**src/rtl/usec_tmr_pkg.sv**
```systemverilog
package usec_tmr_pkg;

    localparam int WORD_W = 32;
    localparam int TS_W   = 64;

    localparam int CTRL_EN_BIT  = 0;
    localparam int CTRL_WEN_BIT = 1;
    localparam int STAT_HIT_BIT = 0;

    typedef enum logic [2:0] {
        SEL_TS_LO  = 3'd0,
        SEL_TS_HI  = 3'd1,
        SEL_CMP_LO = 3'd2,
        SEL_CMP_HI = 3'd3,
        SEL_CTRL   = 3'd4,
        SEL_STAT   = 3'd5,
        SEL_NONE   = 3'd7
    } reg_sel_e;

    typedef struct packed {
        logic     rd;
        logic     wr;
        reg_sel_e sel;
    } bus_op_t;

    // Word-aligned offsets 0x00..0x14 map to registers; anything else is a hole.
    function automatic reg_sel_e decode_offset(input logic [31:0] a);
        reg_sel_e s;
        s = SEL_NONE;
        if (a[1:0] == 2'b00) begin
            case (a[31:2])
                30'd0:   s = SEL_TS_LO;
                30'd1:   s = SEL_TS_HI;
                30'd2:   s = SEL_CMP_LO;
                30'd3:   s = SEL_CMP_HI;
                30'd4:   s = SEL_CTRL;
                30'd5:   s = SEL_STAT;
                default: s = SEL_NONE;
            endcase
        end
        return s;
    endfunction

endpackage

```
**src/rtl/utmr_prescaler.sv**
```systemverilog
module utmr_prescaler #(
    parameter int DIV = 100
) (
    input  logic clk,
    input  logic rst,
    output logic tick
);
    generate
        if (DIV <= 1) begin : g_pass
            assign tick = 1'b1;
        end else begin : g_div
            localparam int PC_W = $clog2(DIV);
            localparam logic [PC_W-1:0] LAST = PC_W'(DIV - 1);
            logic [PC_W-1:0] pc;

            always_ff @(posedge clk) begin
                if (rst)             pc <= '0;
                else if (pc == LAST) pc <= '0;
                else                 pc <= pc + 1'b1;
            end

            assign tick = (pc == LAST);


            tick_spacing_chk: assert property (@(posedge clk) disable iff (rst)
                tick |=> !tick);
        end
    endgenerate
endmodule

```
**src/rtl/utmr_counter.sv**
```systemverilog
module utmr_counter #(
    parameter int          TS_W      = 64,
    parameter logic [63:0] RESET_VAL = 64'd0
) (
    input  logic            clk,
    input  logic            rst,
    input  logic            tick,
    input  logic            rd_lo,
    output logic [TS_W-1:0] value,
    output logic [31:0]     hi_snap
);
    localparam int HI_W = TS_W - 32;

    always_ff @(posedge clk) begin
        if (rst)       value <= TS_W'(RESET_VAL);
        else if (tick) value <= value + 1'b1;
    end

    always_ff @(posedge clk) begin
        if (rst)        hi_snap <= '0;
        else if (rd_lo) hi_snap <= 32'(value[TS_W-1:32]);
    end


    ts_step_chk: assert property (@(posedge clk) disable iff (rst)
        tick |=> value == $past(value) + 1'b1);


    ts_hold_chk: assert property (@(posedge clk) disable iff (rst)
        !tick |=> $stable(value));


    hi_capture_chk: assert property (@(posedge clk) disable iff (rst)
        rd_lo |=> hi_snap[HI_W-1:0] == $past(value[TS_W-1:32]));
endmodule

```
**src/rtl/utmr_compare.sv**
```systemverilog
module utmr_compare
    import usec_tmr_pkg::*;
#(
    parameter int TS_W = 64
) (
    input  logic            clk,
    input  logic            rst,
    input  logic [TS_W-1:0] count,
    input  logic [1:0]      wr_cmp,
    input  logic            wr_ctrl,
    input  logic            wr_stat,
    input  logic [31:0]     wdata,
    output logic [TS_W-1:0] cmp_val,
    output logic            en,
    output logic            flag,
    output logic            irq
);
    localparam int NWORD = TS_W / 32;

    logic hit, clr;

    generate
        for (genvar w = 0; w < NWORD; w++) begin : g_word
            always_ff @(posedge clk) begin
                if (rst)            cmp_val[w*32 +: 32] <= '0;
                else if (wr_cmp[w]) cmp_val[w*32 +: 32] <= wdata;
            end


            cmp_load_chk: assert property (@(posedge clk) disable iff (rst)
                wr_cmp[w] |=> cmp_val[w*32 +: 32] == $past(wdata));
        end
    endgenerate

    always_ff @(posedge clk) begin
        if (rst)                               en <= 1'b0;
        else if (wr_ctrl && wdata[CTRL_WEN_BIT]) en <= wdata[CTRL_EN_BIT];
    end

    assign hit = en && (count >= cmp_val);
    assign clr = wr_stat && wdata[STAT_HIT_BIT];

    always_ff @(posedge clk) begin
        if (rst) flag <= 1'b0;
        else     flag <= hit || (flag && !clr);
    end

    assign irq = flag && en;


    ctrl_guard_chk: assert property (@(posedge clk) disable iff (rst)
        (wr_ctrl && !wdata[CTRL_WEN_BIT]) |=> $stable(en));


    match_set_chk: assert property (@(posedge clk) disable iff (rst)
        (en && count >= cmp_val) |=> flag);


    flag_sticky_chk: assert property (@(posedge clk) disable iff (rst)
        (flag && !(wr_stat && wdata[STAT_HIT_BIT])) |=> flag);


    no_spurious_chk: assert property (@(posedge clk) disable iff (rst)
        (!flag && !(en && count >= cmp_val)) |=> !flag);
endmodule

```
**src/rtl/usec_match_timer.sv**
```systemverilog
module usec_match_timer
    import usec_tmr_pkg::*;
#(
    parameter int          CORE_MHZ    = 100,
    parameter int          ADDR_W      = 8,
    parameter logic [63:0] RESET_COUNT = 64'd0
) (
    input  logic              clk,
    input  logic              rst,
    input  logic              bus_valid,
    output logic              bus_ready,
    input  logic              bus_write,
    input  logic [ADDR_W-1:0] bus_addr,
    input  logic [31:0]       bus_wdata,
    output logic [31:0]       bus_rdata,
    output logic              bus_rvalid,
    output logic              irq
);
    bus_op_t          op;
    logic             tick;
    logic [TS_W-1:0]  ts;
    logic [31:0]      hi_snap;
    logic [TS_W-1:0]  cmp_val;
    logic             cmp_en, hit_flag;
    logic [1:0]       wr_cmp;
    logic [31:0]      rd_mux;

    assign bus_ready = 1'b1;

    always_comb begin
        op.sel = decode_offset(32'(bus_addr));
        op.rd  = bus_valid && !bus_write;
        op.wr  = bus_valid &&  bus_write;
    end

    assign wr_cmp[0] = op.wr && (op.sel == SEL_CMP_LO);
    assign wr_cmp[1] = op.wr && (op.sel == SEL_CMP_HI);

    utmr_prescaler #(.DIV(CORE_MHZ)) u_pre (
        .clk (clk),
        .rst (rst),
        .tick(tick)
    );

    utmr_counter #(.TS_W(TS_W), .RESET_VAL(RESET_COUNT)) u_cnt (
        .clk    (clk),
        .rst    (rst),
        .tick   (tick),
        .rd_lo  (op.rd && (op.sel == SEL_TS_LO)),
        .value  (ts),
        .hi_snap(hi_snap)
    );

    utmr_compare #(.TS_W(TS_W)) u_cmp (
        .clk    (clk),
        .rst    (rst),
        .count  (ts),
        .wr_cmp (wr_cmp),
        .wr_ctrl(op.wr && (op.sel == SEL_CTRL)),
        .wr_stat(op.wr && (op.sel == SEL_STAT)),
        .wdata  (bus_wdata),
        .cmp_val(cmp_val),
        .en     (cmp_en),
        .flag   (hit_flag),
        .irq    (irq)
    );

    always_comb begin
        rd_mux = '0;
        case (op.sel)
            SEL_TS_LO:  rd_mux = ts[31:0];
            SEL_TS_HI:  rd_mux = hi_snap;
            SEL_CMP_LO: rd_mux = cmp_val[31:0];
            SEL_CMP_HI: rd_mux = cmp_val[63:32];
            SEL_CTRL:   rd_mux[CTRL_EN_BIT]  = cmp_en;
            SEL_STAT:   rd_mux[STAT_HIT_BIT] = hit_flag;
            default:    rd_mux = '0;
        endcase
    end

    always_ff @(posedge clk) begin
        if (rst) begin
            bus_rdata  <= '0;
            bus_rvalid <= 1'b0;
        end else begin
            bus_rvalid <= op.rd;
            if (op.rd) bus_rdata <= rd_mux;
        end
    end


    read_resp_chk: assert property (@(posedge clk) disable iff (rst)
        op.rd |=> bus_rvalid);


    hole_zero_chk: assert property (@(posedge clk) disable iff (rst)
        (op.rd && op.sel == SEL_NONE) |=> bus_rdata == 32'd0);


    irq_gate_chk: assert property (@(posedge clk) disable iff (rst)
        irq |-> (cmp_en && hit_flag));
endmodule

```
**config.mk**
```make
export PLATFORM = sky130hd
export DESIGN_NAME = usec_match_timer
export DESIGN_NICKNAME = d
export VERILOG_FILES = /design/src/rtl/usec_tmr_pkg.sv /design/src/rtl/utmr_prescaler.sv /design/src/rtl/utmr_counter.sv /design/src/rtl/utmr_compare.sv /design/src/rtl/usec_match_timer.sv
export SDC_FILE = /design/constraint.sdc
export NUM_CORES = 1
export LEC_CHECK = 0
export ABC_AREA = 0
export BUFFER_PORTS_ARGS = -buffer_cell sky130_fd_sc_hd__clkbuf_2
export CELL_PAD_IN_SITES_DETAIL_PLACEMENT = 0
export CELL_PAD_IN_SITES_GLOBAL_PLACEMENT = 1
export CORE_MARGIN = 2
export CORE_UTILIZATION = 42
export CTS_BUF_LIST = sky130_fd_sc_hd__clkbuf_8
export CTS_CLUSTER_DIAMETER = 120
export DETAILED_ROUTE_END_ITERATION = 10
export PLACE_DENSITY_LB_ADDON = 0.25
export SLEW_MARGIN = 20
export SYNTH_ARGS = -nofsm -noshare
export SYNTH_HDL_FRONTEND = slang
export SYNTH_SLANG_ARGS = --single-unit
```
**constraint.sdc**
```tcl
create_clock -name clk -period 2.14 [get_ports clk]
set_input_delay 0.428 -clock clk [delete_from_list [all_inputs] [get_ports clk]]
set_output_delay 0.428 -clock clk [all_outputs]
set_load 0.005 [all_outputs]
```
==> impl_metrics.json, run 1 <==
{
  "slew-limit-headroom_pct": 60.5,
  "initial_core_util_pct": 42.6,
  "vias_per_cell": 5.32,
  "grt_pass1_wl_mm": 51.9,
  "cp.required_ns": 2.61,
  "ys_top_cells_by_count": "nand2_1 (264), dfxtp_1 (202), a21oi_1 (126)",
  "crit_fanout": 7,
  "synth-seq-cells": 202,
  "leakagePower_nw": 5.31,
  "yosysWarnings": 0,
  "drc": 0,
  "synth_top_family_by_area": "simple AND/OR/NAND/NOR gates",
  "io_buffers": 77,
  "synth_adder_area_share_pct": 8.01,
  "hold_class": "input port to register",
  "route.vias.total": 9950,
  "grt.overflow.total": 0,
  "fin_crit_sh_pct": 101,
  "rsz0062_at_grt": "true",
  "synth_xor_area_share_pct": 4.67,
  "cts_buffer_depth": 3,
  "cp_cell_sequence": "ha_4 > and4bb_4 > nand3_4 > buf_6 > or4_4 > or3_1 > a21oi_1",
  "layout-drive-gt1-share_pct": 24.5,
  "totalWireLength_mm": 33.1,
  "power_density_nw_per_um2": 597,
  "violations": "setup timing",
  "grt_pass1_vias": 9657,
  "synth_compound_area_share_pct": 15.0,
  "cts_buffers": 39,
  "cp-start-kind": "register",
  "clock_sinks": 202,
  "num_rows": 57,
  "synthTopCellsByArea": "dfxtp_1 (39%), nand2_1 (9.6%), ha_1 (8.0%), a21oi_1 (6.1%), nor2_1 (4.1%)",
  "drv_slew": 0,
  "synth_edf_count": 0,
  "status": "complete, but fails checks",
  "finalPower_mw": 7.93,
  "insertion_delay_ns": 0.53,
  "wl_met1_mm": 15.7,
  "syn_avg_cell_area_um2": 7.85,
  "worstSetupPathType": "register to register",
  "tritoncts": "built",
  "dp.cells": 1787,
  "tightest_slew_ns": 0.587,
  "root_buffer": "clkbuf_8",
  "max_freq_mhz": 464,
  "antenna_found_initial": 1,
  "muxShareOfSynthArea_pct": 1.51,
  "dr_wl_met3_mm": 1.89,
  "critPathArrivalTime_ns": 2.62,
  "syn_to_final_growth_pct": 28.9,
  "drt-pass1-iter-count": 5,
  "stdcell_count": 1869,
  "die_h_um": 161,
  "finalSetupViolations": 4,
  "skew_ns": 0.0189,
  "die_w_um": 161,
  "gp_congestion": 0.861,
  "finalHoldViolCount": 0,
  "synth_ff_type": "dfxtp_1",
  "irDropWorstVdd_v": 0.000397,
  "top_layer_used": "met4",
  "grt_max_degree": 70,
  "wl_met2_mm": 14.5,
  "ys_types": 57,
  "drt_iter0_drc": 610,
  "io_pins": 79,
  "track_usage_pct": 25.3,
  "cts_hold_buf": 0,
  "max-cap-violations": 0,
  "syn_nets": 1422,
  "fin_crit_ns": 2.16,
  "yosysSeqAreaShare_pct": 39.2,
  "critPathMaxStageDelay_ns": 0.50,
  "synth_top_area_cell": "dfxtp_1",
  "clkTransAtPathRegs_ns": 0.06,
  "dp_hpwl_mm": 23.3,
  "synthCells": 1312,
  "synthArstFlopShare_pct": 0,
  "slowest_stage": "or4_4",
  "end_kind": "register",
  "core_um2": 24200,
  "nNetsFinal": 1626,
  "post_drt_wl_per_cell_um": 17.7,
  "utilization_pct": 54.9,
  "fin_ws_ns": -0.0155,
  "syn_area_um2": 10300,
  "synth_top_area_share_pct": 39.2,
  "ant_nets": 0,
  "yosysMostFrequentCell": "nand2_1",
  "synth_simple_gate_area_share_pct": 25.6,
  "dieArea_um2": 25800,
  "htree_levels": 2
}
==> registers in the layout, summed over array words and instances (netlist names) <==
signal / cells
u_cnt.hi_snap: 32
u_cmp.en: 1
bus_rvalid: 1
u_pre.g_div.pc: 7
u_cmp.flag: 1
bus_rdata: 32
u_cmp.cmp_val: 64
u_cnt.value: 64
==> cells in the final DEF, fill, tap and decap left out, types with 32 or more instances in the layout <==
cell type / synthesis / final
ha_1: 66 / 62
nand2_1: 264 / 261
clkbuf_8: 0 / 48
clkbuf_2: 0 / 76
a221oi_1: 32 / 32
nor3_1: 50 / 36
inv_1: 80 / 93
nor2_1: 113 / 113
buf_4: 1 / 140
dfxtp_1: 202 / 184
a21oi_1: 126 / 125
o21ai_0: 52 / 52
==> repair_timing <==
item / in CTS / in global routing
setup buffers: 3 / 9
pin swaps: 11 / 21
cloned: 1 / 0
setup endpoints to repair: 23 / 30
resized for setup: 35 / 52
==> cells by family (layout without fill, tap and decap cells) <==
group                      Yosys count  count (layout)
muxes                               15              15
other                                1               2
buffers and inverters              155             386
DFF                                202             202
adders and majority gates           66              66
AOI/OAI and AO/OA                  256             256
and+or+nand+nor                    562             563
xor gates and xnor gates            55              55
==> critical path, delay by kind of cell (launching register included) <==
family | cells | cell delay (ns)
simple gates | 4 | 1.31
flops | 1 | 0.35
buf+inv | 1 | 0.16
compound gates | 1 | 0.14
fa+ha+maj | 1 | 0.13
==> report_power, final <==
group	total (mW)	internal (mW)	switching, mW	leakage, nW
combinational	0.391	0.141	0.250	3.22
clock	3.71	2.01	1.69	0.450
sequential	3.83	3.80	0.0281	1.64
==> per-stage QoR <==
step	setup TNS (ns)	setup slack, ns	hold slack, ns	cell area, um^2
finish	-0.0372	-0.0155	0.124	13300
global route	-0.877	-0.0901	0.118	13300
CTS	-0.0241	-0.0133	0.107	13000
detailed placement	-11.69	-0.205	0.449	12100
global placement	-7.45	-0.192	0.442	12100
floorplan	-0.0383	-0.0383	0.415	10400
==> final cells by class <==
class                   instances  area [um^2]
multi-input cells             956         6020
clock buffers                  48          661
flip-flops and latches        202         4070
repair buffers                237         1740
diodes                          1         2.50
clock inverters                21         85.1
well taps                     324          405
inverters                      80          303
fillers                      2331        10900
==> path summary, 6_finish.rpt <==
path,slack [ns],from,to,cells after the start
max,-0.02,u_pre.g_div.pc[1]$_SDFF_PP0_,u_cnt.value[35]$_SDFFE_PP0P_,7
min,0.12,bus_wdata[22],u_cmp.cmp_val[54]$_SDFFE_PP0P_,3
max reg2reg,-0.02,u_pre.g_div.pc[1]$_SDFF_PP0_,u_cnt.value[35]$_SDFFE_PP0P_,7
min reg2reg,0.45,u_cmp.cmp_val[18]$_SDFFE_PP0P_,u_cmp.cmp_val[18]$_SDFFE_PP0P_,2
==> per-layer routing <==
| metal | global-route usage, % | vias to the layer above |
|---|---|---|
| met1 | 35.7 | 4659 |
| met5 | 0 | - |
| met4 | 8.64 | 0 |
| met2 | 38.7 | 281 |
| li1 | - | 4936 |
| met3 | 4.75 | 74 |
Note: power is estimated with default switching activity, not from simulation.
==> run 2, diff against run 1 <==
CORE_UTILIZATION = 45   (was 42)
clock period = 2.01 ns   (was 2.14 ns; I/O delays follow)
==> impl_metrics.json, run 2 (same netlist as run 1, synthesis figures left out) <==
{
  "status": "complete, but fails checks",
  "cp-start-kind": "register",
  "finalPower_mw": 8.39,
  "hold_end": "u_cmp.cmp_val[48]$_SDFFE_PP0P_",
  "hp-start": "bus_wdata[16]",
  "post_dp_cell_area_um2": 12400,
  "nNetsFinal": 1676,
  "root_buffer": "clkbuf_8",
  "end_kind": "register",
  "skew_ns": 0.0194,
  "cts_buffer_depth": 3,
  "fin_ws_ns": -0.261,
  "route.vias.total": 10200,
  "crit_fanout": 3,
  "syn_to_final_growth_pct": 34.0,
  "antenna_found_initial": 0,
  "diodes": 0,
  "largest_registers": "u_cmp.cmp_val: 64 flops, u_cnt.value: 64 flops",
  "multi_input_area_um2": 6260,
  "post_drt_wl_per_cell_um": 17.8,
  "worstSetupPathType": "register to register",
  "fin_crit_sh_pct": 113,
  "dp_worst_setup_slack_ns": -0.726,
  "critPathArrivalTime_ns": 2.70,
  "drt-pass1-iter-count": 5,
  "htree_levels": 2,
  "leakagePower_nw": 5.72,
  "slew-limit-headroom_pct": 48.2,
  "hold_class": "input port to register",
  "track_usage_pct": 27.1,
  "tritoncts": "built",
  "grt_pass1_vias": 9758,
  "holdPathStages": 3,
  "final_cell_mix": "nand2_1 (260), buf_4 (189), dfxtp_1 (174), a21oi_1 (125), nor2_1 (113)",
  "fin_crit_ns": 2.27,
  "cp.required_ns": 2.44,
  "power_density_nw_per_um2": 608,
  "drc": 0,
  "die_h_um": 155,
  "fin_area_um2": 13800,
  "cts_buffers": 37,
  "max-cap-violations": 0,
  "rr_startpoint": "u_cmp.cmp_val[61]$_SDFFE_PP0P_",
  "finalSetupViolations": 34,
  "layout-drive-gt1-share_pct": 29.0,
  "ff2ff_path_depth": 9,
  "clkTransAtPathRegs_ns": 0.06,
  "r2r_end": "u_cmp.flag$_SDFF_PP0_",
  "violations": "setup timing",
  "grt_max_degree": 83,
  "reg2reg_setup_slack_ns": -0.26,
  "cts_hold_buf": 0,
  "insertion_delay_ns": 0.54,
  "vias_per_cell": 5.44,
  "ant_nets": 0,
  "io_pins": 79,
  "drv_slew": 0,
  "grt.overflow.total": 0,
  "grt_pass1_wl_mm": 51.9,
  "totalWireLength_mm": 33.3,
  "rsz0062_at_grt": "true",
  "irDropWorstVdd_v": 0.000443,
  "max_freq_mhz": 440,
  "gp_congestion": 0.920,
  "register_area_um2": 4080,
  "tightest_slew_ns": 0.776,
  "clock_sinks": 202,
  "layout_commonest_cell": "nand2_1",
  "initial_core_util_pct": 45.7,
  "dieArea_um2": 24100,
  "fillCellCount": 2035,
  "num_rows": 55,
  "drt_iter0_drc": 734,
  "finalHoldViolCount": 0,
  "stdcell_count": 1868,
  "core_um2": 22600,
  "die_w_um": 155,
  "dp_hpwl_mm": 23.8,
  "io_buffers": 77,
  "dp.cells": 1788,
  "hold_slack_ns": 0.0933
}
==> run 2: through the flow <==
| stage | setup TNS [ns] | utilization [%] |
|---|---|---|
| floorplan | -5.44 | - |
| global placement | -22.45 | 54.8 |
| detailed placement | -29.46 | 54.8 |
| CTS | -2.06 | 59.4 |
| global route | -6.94 | 61.2 |
| finish | -2.96 | 61.2 |
==> run 2: area by class of cell <==
class	instances	area share [%]
Sequential cell	202	29.5
Timing Repair Buffer	289	15.2
Multi-Input combinational cell	956	45.3
Clock inverter	9	0.471
Clock buffer	47	4.68
Inverter	80	2.17
Tap cell	285	2.58
==> run 2: metal layers <==
layer	wire [um]	global-route usage [%]
met5	0	0
met4	849	8.61
met3	1820	4.32
met2	14800	42.2
met1	15800	38.6
==> run 2: worst max path at each step <==
stage | to | cells past startpoint | startpoint
floorplan | u_cnt.hi_snap[20]$_SDFFE_PP0P_ | 7 | bus_addr[7]
global placement | u_cmp.flag$_SDFF_PP0_ | 8 | u_cmp.cmp_val[59]$_SDFFE_PP0P_
detailed placement | u_cmp.flag$_SDFF_PP0_ | 8 | u_cmp.cmp_val[59]$_SDFFE_PP0P_
CTS | u_cmp.flag$_SDFF_PP0_ | 9 | u_cmp.cmp_val[48]$_SDFFE_PP0P_
global route | u_cmp.flag$_SDFF_PP0_ | 9 | u_cmp.cmp_val[60]$_SDFFE_PP0P_
finish | u_cmp.flag$_SDFF_PP0_ | 9 | u_cmp.cmp_val[61]$_SDFFE_PP0P_
==> run 2: report_power, final <==
group          switching (mW)  total [mW]  internal [mW]
Clock                    1.70        3.89           2.19
Combinational           0.271       0.429          0.158
Sequential             0.0255        4.08           4.05
Total                    1.99        8.39           6.40
==> run 2: critical path: stages, from the launching register on <==
cell and delay [ns]:
dfxtp_2 0.33, inv_2 0.04, ha_4 0.25, nand4_1 0.20
nor4_4 0.43, nand3_2 0.22, buf_6 0.18, nor3b_2 0.17
a211oi_2 0.09, a311oi_2 0.27
==> run 2: timing repair <==
| item | in CTS | in global routing |
|---|---|---|
| gates resized for setup | 58 | 65 |
| endpoints found under the setup margin | 31 | 48 |
| buffers inserted | 9 | 14 |
| pin swaps | 28 | 40 |
| gates cloned | 1 | 1 |
